<file path="config.mk">
export PLATFORM = sky130hd
export DESIGN_NAME = i2c_slave_flags
export DESIGN_NICKNAME = d
export VERILOG_FILES = /design/src/rtl/i2cs_pkg.sv /design/src/rtl/i2cs_line_filter.sv /design/src/rtl/i2cs_engine.sv /design/src/rtl/i2c_slave_flags.sv
export SDC_FILE = /design/constraint.sdc
export NUM_CORES = 1
export LEC_CHECK = 0
export CORE_MARGIN = 2
export CORE_UTILIZATION = 30
export CTS_BUF_LIST = sky130_fd_sc_hd__clkbuf_2 sky130_fd_sc_hd__clkbuf_4 sky130_fd_sc_hd__clkbuf_8
export DETAILED_ROUTE_END_ITERATION = 6
export PLACE_DENSITY = 0.5
export SLEW_MARGIN = 10
export SYNTH_ARGS = -nofsm -noshare
export SYNTH_HDL_FRONTEND = slang
export SYNTH_SLANG_ARGS = --single-unit
</file>
<file path="constraint.sdc">
create_clock -name clk -period 1.8 [get_ports clk]
set_input_delay 0.36 -clock clk [delete_from_list [all_inputs] [get_ports clk]]
set_output_delay 0.36 -clock clk [all_outputs]
set_load 0.02 [all_outputs]
</file>
<file path="src/rtl/i2cs_pkg.sv">
package i2cs_pkg;
   typedef enum logic [2:0] {
      ST_IDLE,
      ST_ADDR,
      ST_AACK,
      ST_WDAT,
      ST_WACK,
      ST_RDAT,
      ST_RACK,
      ST_PARK
   } eng_state_t;
endpackage

</file>
<file path="src/rtl/i2cs_line_filter.sv">
module i2cs_line_filter #(
   parameter int FILT_LEN = 3
) (
   input  logic clk,
   input  logic rst_n,
   input  logic din,
   output logic dout
);
   logic [1:0] sync_q;

   always_ff @(posedge clk or negedge rst_n) begin
      if (!rst_n) sync_q <= 2'b11;
      else        sync_q <= {sync_q[0], din};
   end

   if (FILT_LEN < 0) begin : g_bad_len
      $error("i2cs_line_filter: FILT_LEN must not be negative");
   end

   if (FILT_LEN == 0) begin : g_bypass
      assign dout = sync_q[1];
   end else begin : g_filter
      localparam int CW = $clog2(FILT_LEN + 1);
      logic [CW-1:0] cnt_q;
      logic          out_q;
      always_ff @(posedge clk or negedge rst_n) begin
         if (!rst_n) begin
            cnt_q <= '0;
            out_q <= 1'b1;
         end else if (sync_q[1] != out_q) begin
            if (cnt_q == CW'(FILT_LEN - 1)) begin
               out_q <= sync_q[1];
               cnt_q <= '0;
            end else begin
               cnt_q <= cnt_q + 1'b1;
            end
         end else begin
            cnt_q <= '0;
         end
      end
      assign dout = out_q;
   end
endmodule

</file>
<file path="src/rtl/i2cs_engine.sv">
module i2cs_engine
   import i2cs_pkg::*;
#(
   parameter int DATA_W = 8,
   parameter int ADDR_W = 7
) (
   input  logic              clk,
   input  logic              rst_n,
   input  logic              scl,
   input  logic              sda,
   input  logic [ADDR_W-1:0] own_addr,
   input  logic [DATA_W-1:0] tx_byte,
   output logic              sda_oe,
   output logic              rw,
   output logic              ev_match,
   output logic              ev_miss,
   output logic              ev_stop,
   output logic              rx_push,
   output logic [DATA_W-1:0] rx_byte,
   output logic              tx_load,
   output logic              tx_done
);
   localparam int BCNT_W = $clog2(DATA_W + 1);
   localparam logic [BCNT_W-1:0] LAST_BIT = BCNT_W'(DATA_W - 1);
   localparam logic [BCNT_W-1:0] FULL_CNT = BCNT_W'(DATA_W);

   eng_state_t        state_q;
   logic [BCNT_W-1:0] bcnt_q;
   logic [DATA_W-1:0] sh_q;
   logic              scl_q, sda_q, mack_q;

   wire scl_rise = scl & ~scl_q;
   wire scl_fall = ~scl & scl_q;
   wire cond_start = scl & scl_q & sda_q & ~sda;
   wire cond_stop  = scl & scl_q & ~sda_q & sda;

   always_ff @(posedge clk or negedge rst_n) begin
      if (!rst_n) begin
         state_q  <= ST_IDLE;
         bcnt_q   <= '0;
         sh_q     <= '0;
         scl_q    <= 1'b1;
         sda_q    <= 1'b1;
         mack_q   <= 1'b1;
         sda_oe   <= 1'b0;
         rw       <= 1'b0;
         ev_match <= 1'b0;
         ev_miss  <= 1'b0;
         ev_stop  <= 1'b0;
         rx_push  <= 1'b0;
         tx_load  <= 1'b0;
         tx_done  <= 1'b0;
      end else begin
         scl_q    <= scl;
         sda_q    <= sda;
         ev_match <= 1'b0;
         ev_miss  <= 1'b0;
         ev_stop  <= 1'b0;
         rx_push  <= 1'b0;
         tx_load  <= 1'b0;
         tx_done  <= 1'b0;
         if (cond_stop) begin
            state_q <= ST_IDLE;
            sda_oe  <= 1'b0;
            ev_stop <= 1'b1;
         end else if (cond_start) begin
            state_q <= ST_ADDR;
            bcnt_q  <= '0;
            sda_oe  <= 1'b0;
         end else begin
            case (state_q)
               ST_ADDR: begin
                  if (scl_rise) begin
                     sh_q   <= {sh_q[DATA_W-2:0], sda};
                     bcnt_q <= bcnt_q + 1'b1;
                  end else if (scl_fall && bcnt_q == FULL_CNT) begin
                     if (sh_q[DATA_W-1:1] == own_addr) begin
                        sda_oe   <= 1'b1;
                        rw       <= sh_q[0];
                        ev_match <= 1'b1;
                        state_q  <= ST_AACK;
                     end else begin
                        ev_miss <= 1'b1;
                        state_q <= ST_PARK;
                     end
                  end
               end
               ST_AACK, ST_WACK: begin
                  if (scl_fall) begin
                     bcnt_q <= '0;
                     if (state_q == ST_AACK && rw) begin
                        sh_q    <= tx_byte;
                        sda_oe  <= ~tx_byte[DATA_W-1];
                        tx_load <= 1'b1;
                        state_q <= ST_RDAT;
                     end else begin
                        sda_oe  <= 1'b0;
                        state_q <= ST_WDAT;
                     end
                  end
               end
               ST_WDAT: begin
                  if (scl_rise) begin
                     sh_q   <= {sh_q[DATA_W-2:0], sda};
                     bcnt_q <= bcnt_q + 1'b1;
                     if (bcnt_q == LAST_BIT) rx_push <= 1'b1;
                  end else if (scl_fall && bcnt_q == FULL_CNT) begin
                     sda_oe  <= 1'b1;
                     state_q <= ST_WACK;
                  end
               end
               ST_RDAT: begin
                  if (scl_fall) begin
                     if (bcnt_q == LAST_BIT) begin
                        sda_oe  <= 1'b0;
                        bcnt_q  <= '0;
                        state_q <= ST_RACK;
                     end else begin
                        sh_q   <= {sh_q[DATA_W-2:0], 1'b0};
                        sda_oe <= ~sh_q[DATA_W-2];
                        bcnt_q <= bcnt_q + 1'b1;
                     end
                  end
               end
               ST_RACK: begin
                  if (scl_rise) begin
                     mack_q  <= sda;
                     tx_done <= 1'b1;
                  end else if (scl_fall) begin
                     if (!mack_q) begin
                        sh_q    <= tx_byte;
                        sda_oe  <= ~tx_byte[DATA_W-1];
                        tx_load <= 1'b1;
                        state_q <= ST_RDAT;
                     end else begin
                        sda_oe  <= 1'b0;
                        state_q <= ST_PARK;
                     end
                  end
               end
               default: sda_oe <= 1'b0;
            endcase
         end
      end
   end

   assign rx_byte = sh_q;
endmodule

</file>
<file path="src/rtl/i2c_slave_flags.sv">
module i2c_slave_flags #(
   parameter int DATA_W   = 8,
   parameter int ADDR_W   = 7,
   parameter int FILT_LEN = 3
) (
   input  logic              clk,
   input  logic              rst_n,
   input  logic              scl_i,
   input  logic              sda_i,
   output logic              sda_oe,
   input  logic [ADDR_W-1:0] own_addr,
   input  logic              tx_wr,
   input  logic [DATA_W-1:0] tx_wdata,
   input  logic              rx_rd,
   output logic [DATA_W-1:0] rx_rdata,
   input  logic              stat_rd,
   output logic              st_acc,
   output logic              st_dir,
   output logic              st_eoa,
   output logic              st_rxrdy,
   output logic              st_txrdy
);
   if (ADDR_W + 1 != DATA_W) begin : g_bad_width
      $error("i2c_slave_flags: address plus R/W bit must fill one byte");
   end

   logic [1:0] raw_lines, flt_lines;
   assign raw_lines = {scl_i, sda_i};

   for (genvar gi = 0; gi < 2; gi++) begin : g_line
      i2cs_line_filter #(.FILT_LEN(FILT_LEN)) u_filt (
         .clk  (clk),
         .rst_n(rst_n),
         .din  (raw_lines[gi]),
         .dout (flt_lines[gi])
      );
   end

   logic              rw, ev_match, ev_miss, ev_stop, rx_push, tx_load, tx_done;
   logic [DATA_W-1:0] rx_byte, tx_src, thr_q, rhr_q;
   logic              thr_full_q, acc_q, dir_q, eoa_q, rxrdy_q, txrdy_q;

   assign tx_src = thr_full_q ? thr_q : '1;

   i2cs_engine #(.DATA_W(DATA_W), .ADDR_W(ADDR_W)) u_eng (
      .clk     (clk),
      .rst_n   (rst_n),
      .scl     (flt_lines[1]),
      .sda     (flt_lines[0]),
      .own_addr(own_addr),
      .tx_byte (tx_src),
      .sda_oe  (sda_oe),
      .rw      (rw),
      .ev_match(ev_match),
      .ev_miss (ev_miss),
      .ev_stop (ev_stop),
      .rx_push (rx_push),
      .rx_byte (rx_byte),
      .tx_load (tx_load),
      .tx_done (tx_done)
   );

   wire acc_end = acc_q & (ev_stop | ev_miss);

   always_ff @(posedge clk or negedge rst_n) begin
      if (!rst_n) begin
         acc_q      <= 1'b0;
         dir_q      <= 1'b0;
         eoa_q      <= 1'b0;
         rxrdy_q    <= 1'b0;
         txrdy_q    <= 1'b1;
         thr_full_q <= 1'b0;
         thr_q      <= '0;
         rhr_q      <= '0;
      end else begin
         if (ev_match) begin
            acc_q <= 1'b1;
            dir_q <= rw;
         end else if (ev_stop || ev_miss) begin
            acc_q <= 1'b0;
         end
         if (acc_end)      eoa_q <= 1'b1;
         else if (stat_rd) eoa_q <= 1'b0;
         if (rx_push) begin
            rxrdy_q <= 1'b1;
            rhr_q   <= rx_byte;
         end else if (rx_rd) begin
            rxrdy_q <= 1'b0;
         end
         if (tx_load)      txrdy_q <= 1'b0;
         else if (tx_done) txrdy_q <= 1'b1;
         if (tx_wr) begin
            thr_q      <= tx_wdata;
            thr_full_q <= 1'b1;
         end else if (tx_load) begin
            thr_full_q <= 1'b0;
         end
      end
   end

   assign rx_rdata = rhr_q;
   assign st_acc   = acc_q;
   assign st_dir   = dir_q;
   assign st_eoa   = eoa_q;
   assign st_rxrdy = rxrdy_q;
   assign st_txrdy = txrdy_q;
endmodule

</file>
==> Word level (Yosys, flattened, before mapping) <==
Cells that the tools add are included.
W data, S select, Z words.
{ "totals": {"ramBits": 0, "output_inout_bits": 14, "input_bits": 22, "elab_cells": 194, "mem_count": 0, "rom_bits": 0, "latch_bits": 0, "reg_bits": 58} }
{ "classes": {"n_shift": 0, "eq_ne": 34, "n_lt_le_gt_ge": 0, "add_sub_neg": 3, "reduce_logical": 21, "mul": 0, "muxes": 90, "bitwise_logic": 18, "n_div": 0} }
{ "ops": {"columns": ["cell", "n"], "rows": [
  ["$mux W8", 9],
  ["$mux W1", 53],
  ["$mux W3", 13],
  ["$pmux W8 S4", 1],
  ["$ne A4 B1 Y1 const B", 7],
  ["$mux W4", 5],
  ["$pmux W3 S5", 1],
  ["$ne A4 B4 Y1 const B", 3],
  ["$pmux W4 S3", 1],
  ["$reduce_and A11 Y1", 1],
  ["$mux W2", 5],
  ["$ne A2 B1 Y1 const B", 5],
  ["$reduce_and A10 Y1", 1],
  ["$reduce_bool A2 Y1", 5],
  ["$eq A3 B3 Y1 const B", 3],
  ["$ne A3 B1 Y1 const B", 3],
  ["$not A1 Y1", 9],
  ["$reduce_and A9 Y1", 1],
  ["$and A1 B1 Y1", 8],
  ["$reduce_bool A4 Y1", 2],
  ["$eq A7 B7 Y1", 1],
  ["$reduce_bool A7 Y1", 1],
  ["$eq A3 B2 Y1 const B", 2],
  ["$ne A2 B2 Y1 const B", 3],
  ["other kinds (17)", 23]
]} }

==> Depth between registers and ports, before layout <==
{ "depth": {"ltp_word": 8, "ltp_mapped": 8, "ltp_nobuf": 8} }

==> Modules after synthesis <==
A second synthesis with hierarchy kept.
{ "hier_totals": {"cells_unflattened": 247, "hier_area_um2": 2856.5} }
{ "by_module_without_submodules": {"columns": ["mod", "n_inst", "cells_per_inst", "seq_area_each_um2", "area_per_inst_um2"], "rows": [
  ["i2cs_engine", 1, 167, 654.4, 1564.0],
  ["i2c_slave_flags", 1, 60, 551.8, 934.6],
  ["i2cs_line_filter", 2, 10, 128.9, 178.9]
]} }

==> Worst setup path before layout <==
No wires, ideal clock.
{ "synth_timing": {"path_type": "register to register", "start": "register g_line[1].u_filt.g_filter.out_q", "end": "register u_eng.sh_q[0], in the netlist u_eng.rx_byte[0]", "path_slack_ns": -0.210, "stages_incl_launch_ff": 6, "setup_time_ns": 0.125, "arrival_time_ns": 1.885, "path_buffers": 1, "synth_period_minus_slack_ns": 2.010, "t_required_ns": 1.675, "path_cell_list": "dfstp_2 > buf_2 > nor2b_2 > a21oi_2 > a2111oi_4 > mux2_2"} }
{ "synth_via": {"elab_chain_cells": 5, "word_cells_on_any_way": 16, "cone_classes": "eq/ne (5); bitwise (10); reduce/logical (1)"} }
{ "synth_rtl": {"columns": ["item", "line", "source"], "rows": [
  ["from (decl)", "i2cs_line_filter.sv:25", "logic out_q;"],
  ["from (signal assigned)", "i2cs_line_filter.sv:32", "out_q <= sync_q[1];"],
  ["$and A1 B1 Y1", "i2cs_engine.sv:34, i2cs_engine.sv:35", null],
  ["$and A1 B1 Y1 (on tied branches) (2 in series)", "i2cs_engine.sv:34, i2cs_engine.sv:35", null],
  ["$not A1 Y1 (no line)", null, null],
  ["$reduce_and A11 Y1 (no line) (*)", null, null],
  ["to (signal assigned)", "i2cs_engine.sv:74", "sh_q <= {sh_q[DATA_W-2:0], sda};"],
  ["to (signal assigned)", "i2cs_engine.sv:92", "sh_q <= tx_byte;"],
  ["to (signal assigned)", "i2cs_engine.sv:104", "sh_q <= {sh_q[DATA_W-2:0], sda};"],
  ["to (decl)", "i2cs_engine.sv:29", "logic [DATA_W-1:0] sh_q;"]
]} }
Mark *: on every way between the ends. The rest lies on a longest branch, timed or not.
A chain may end at the register's enable or synchronous reset.

==> Worst setup path in the final report <==
{ "layout_timing": {"start": "register u_eng.scl_q", "end": "register u_eng.sh_q[7], in the netlist u_eng.rx_byte[7]"} }
{ "layout_via": {"elab_chain_cells": 5, "word_cells_on_any_way": 16, "cone_classes": "eq/ne (5); bitwise (10); reduce/logical (1)"} }
{ "layout_rtl": {"columns": ["item", "line", "source"], "rows": [
  ["from (decl)", "i2cs_engine.sv:30", "logic scl_q, sda_q, mack_q;"],
  ["from (signal assigned)", "i2cs_engine.sv:54", "scl_q <= scl;"],
  ["$and A1 B1 Y1", "i2cs_engine.sv:34, i2cs_engine.sv:35", null],
  ["$and A1 B1 Y1 (on tied branches) (2 in series)", "i2cs_engine.sv:34, i2cs_engine.sv:35", null],
  ["$not A1 Y1 (no line)", null, null],
  ["$reduce_and A11 Y1 (no line) (*)", null, null]
]} }
Marked as above.

==> impl_metrics.json <==
{
  "status": "complete, but fails checks",
  "failed_checks": "negative hold slack, negative setup slack",
  "path_cells": "and2b_2 > nand3_4 > a2111oi_4 > buf_6 > mux2_2",
  "met3_usage_pct": 2.51,
  "ant_nets": 0,
  "ff2ff_path_depth": 5,
  "synth_fp_nets": 277,
  "fp.dieArea_um2": 10100,
  "timing.fmax_mhz": 524,
  "crit_type": "flop to flop",
  "hold_class": "input port to asynchronous set/reset pin",
  "fillers": 859,
  "numPlacedInstances": 435,
  "setup_viol": 12,
  "clkLatencyLatePin_ns": 0.35,
  "slew_violations": 0,
  "nets": 364,
  "drive_gt1_share_pct": 41.2,
  "std_cell_rows": 35,
  "fin_crit_sh_pct": 106,
  "postSynthCellCount": 253,
  "clock_sinks": 58,
  "cp_data_required_time_ns": 2.03,
  "core_um2": 9150,
  "ys_ff_latch": 58,
  "vias": 2194,
  "grt_pass1_wl_mm": 10.9,
  "synth_top_family_by_area": "simple AND/OR/NAND/NOR gates",
  "synth_area_leaders": "dfrtp_1 (43%), mux2_2 (12%), dfstp_2 (9.4%), o21ai_0 (3.4%), nand2_1 (3.4%)",
  "ioPinCount": 36,
  "synth_top_area_share_pct": 43.0,
  "met1_usage_pct": 19.6,
  "slew_headroom_pct": 66.8,
  "critPathMaxStageDelay_ns": 0.60,
  "yosysTopAreaCell": "dfrtp_1",
  "preCtsSetupSlack_ns": -0.390,
  "synth.yosys.seq_area_share_pct": 52.5,
  "worstMarginPinSlew_ns": 0.493,
  "hold_viol": 1,
  "endpoint_kind": "flop",
  "port_buffers": 35,
  "cts_tree": "done",
  "synth_area_um2": 2790,
  "synth_compound_area_share_pct": 12.6,
  "diodes": 0,
  "yosysUniqueCellTypes": 48,
  "final_cell_mix": "dfrtp_1 (46), buf_4 (43), clkdlybuf4s50_1 (33)",
  "final_area_um2": 4080,
  "grt_busiest_layer": "met2",
  "cp_max_fo": 8,
  "cts.clk_slew.worst_paths_ns": 0.07,
  "skew_ns": 0.00999,
  "hold_ws_ns": -0.00320,
  "dp_hpwl_mm": 4.53,
  "grt_pass1_vias": 2143,
  "grt.met2_usage_pct": 20.5,
  "cpMaxStageDelayCell": "dfstp_2",
  "initial_utilization_pct": 30.5,
  "antenna_found_initial": 0,
  "p_leak_nw": 1.78,
  "rsz0062_at_grt": "true",
  "root_buffer": "clkbuf_8",
  "vdd_drop_max_v": 0.000497,
  "placed_area_um2": 3590,
  "fp.dieW_um": 100,
  "die_h_um": 100,
  "setup_tns_ns": -1.06,
  "synth-edff-count": 0,
  "synthAdderAreaFrac_pct": 0.897,
  "first_pass_iters": 4,
  "routed_wl_mm": 6.60,
  "synthMuxAreaShare_pct": 12.4,
  "drv_cap": 0,
  "grt_use_total_pct": 14.0,
  "drt_iter0_markers": 110,
  "drcViolationCount": 0,
  "via_per_inst": 4.81,
  "numCtsBuffers": 9,
  "start_kind": "flop",
  "htreeDepth": 3,
  "post-route-min-period_ns": 1.91,
  "syn2layout_area_growth_pct": 46.2,
  "clockBufferDepth": 2,
  "grt_max_degree": 59,
  "cts_hold_buf": 0,
  "wl_per_cell_um": 14.5,
  "synthArstFlopShare_pct": 100,
  "final.setup.worst_slack_ns": -0.109,
  "crit_arrival_ns": 2.14,
  "p_per_area_nw_per_um2": 1670,
  "grt.overflow.total": 0,
  "instances_no_fill": 456,
  "yosys_warnings": 0,
  "synthSimpleGateAreaFrac_pct": 15.0,
  "ys.flop_type": "dfrtp_1",
  "syn_area_per_cell_um2": 11.0,
  "final_common_cell": "dfrtp_1",
  "synth_xor_area_share_pct": 3.45,
  "gp_congestion": 0.854
}
==> state kept, by name, summed over array words and instances (netlist names), 2 cells and up <==
register and count:
rx_rdata 8, thr_q 8, u_eng.rx_byte 8, g_line.u_filt.g_filter.cnt_q 4
g_line.u_filt.sync_q 4, u_eng.bcnt_q 4, u_eng.state_q 3, g_line.u_filt.dout 2
==> critical path, delay by kind of cell (launching register included) <==
kind,cells,cell delay [ns]
AO/OA/AOI/OAI,1,0.36
buffers and inverters,1,0.19
flip-flops,1,0.60
multiplexers,1,0.33
AND/OR/NAND/NOR,2,0.31
==> per-layer routing <==
| metal | routed length [um] | vias to the layer above |
|---|---|---|
| li1 | - | 1062 |
| met1 | 3120 | 1081 |
| met2 | 3120 | 37 |
| met3 | 203 | 14 |
| met4 | 157 | 0 |
| met5 | 0 | - |
==> cells by family after synthesis <==
kind of cell,Yosys count
AOI/OAI and AO/OA,53
xor gates and xnor gates,11
adders and majority gates,2
buffers and inverters,20
DFF,58
muxes,31
and+or+nand+nor,78
==> repair_timing <==
item,in CTS,in global routing
gates resized for setup,16,34
setup buffers,2,4
endpoints found under the setup margin,16,18
pin swaps,6,14
==> synth_stat cells, types with 2 or more instances <==
library cell and count:
dfrtp_1 48, mux2_2 29, nand2_1 25, o21ai_0 19, nor2_1 12, nor2b_1 11, a21oi_1 10, dfstp_2 10
nor3_1 8, xnor2_1 7, clkbuf_1 6, inv_1 6, a21o_1 5, xor2_1 4, buf_2 3, inv_2 3
a211o_1 2, a21oi_2 2, a22o_1 2, a31oi_1 2, buf_4 2, ha_1 2, mux2i_1 2, nand2b_1 2
nand3_1 2, nand3b_1 2, nor3b_1 2, nor4_1 2, o211ai_1 2, o22ai_1 2, o31ai_1 2
==> area by class of cell <==
| type | count | area, um^2 | area share (%) |
|---|---|---|---|
| flip-flops and latches | 58 | 1470 | 35.9 |
| multi-input cells | 175 | 1410 | 34.6 |
| repair buffers | 87 | 777 | 19.0 |
| well taps | 111 | 139 | 3.40 |
| clock buffers | 9 | 124 | 3.04 |
| clock inverters | 7 | 124 | 3.04 |
| inverters | 9 | 38.8 | 0.951 |
==> where the power goes <==
part	total [mW]	switching [mW]	leakage, nW	internal [mW]
logic	3.29	1.56	0.933	1.73
registers	2.02	0.338	0.723	1.68
clock network	1.51	0.575	0.120	0.931
total	6.81	2.47	1.78	4.34
==> worst paths after layout <==
kind,slack (ns),startpoint,end
setup reg to reg,-0.11,u_eng.scl_q,u_eng.rx_byte[7]
hold / removal,-0.003,rst_n,st_rxrdy
setup / recovery,-0.11,u_eng.scl_q,u_eng.rx_byte[7]
min in group clk,0.36,g_line[1].u_filt.sync_q[0],g_line[1].u_filt.sync_q[1]
hold reg to reg,0.36,g_line[1].u_filt.sync_q[0],g_line[1].u_filt.sync_q[1]
max in group asynchronous,1.47,rst_n,g_line[1].u_filt.dout
==> per-stage QoR <==
stage / utilization (%) / power [mW]
6_report: 44.6 / 6.81
5_1_grt: 44.6 / 7.27
4_1_cts: 42.7 / 6.42
3_5_place_dp: 39.2 / 4.72
3_3_place_gp: 39.2 / 4.71
2_1_floorplan: - / 3.63
Note: power is estimated with default switching activity, not from simulation.
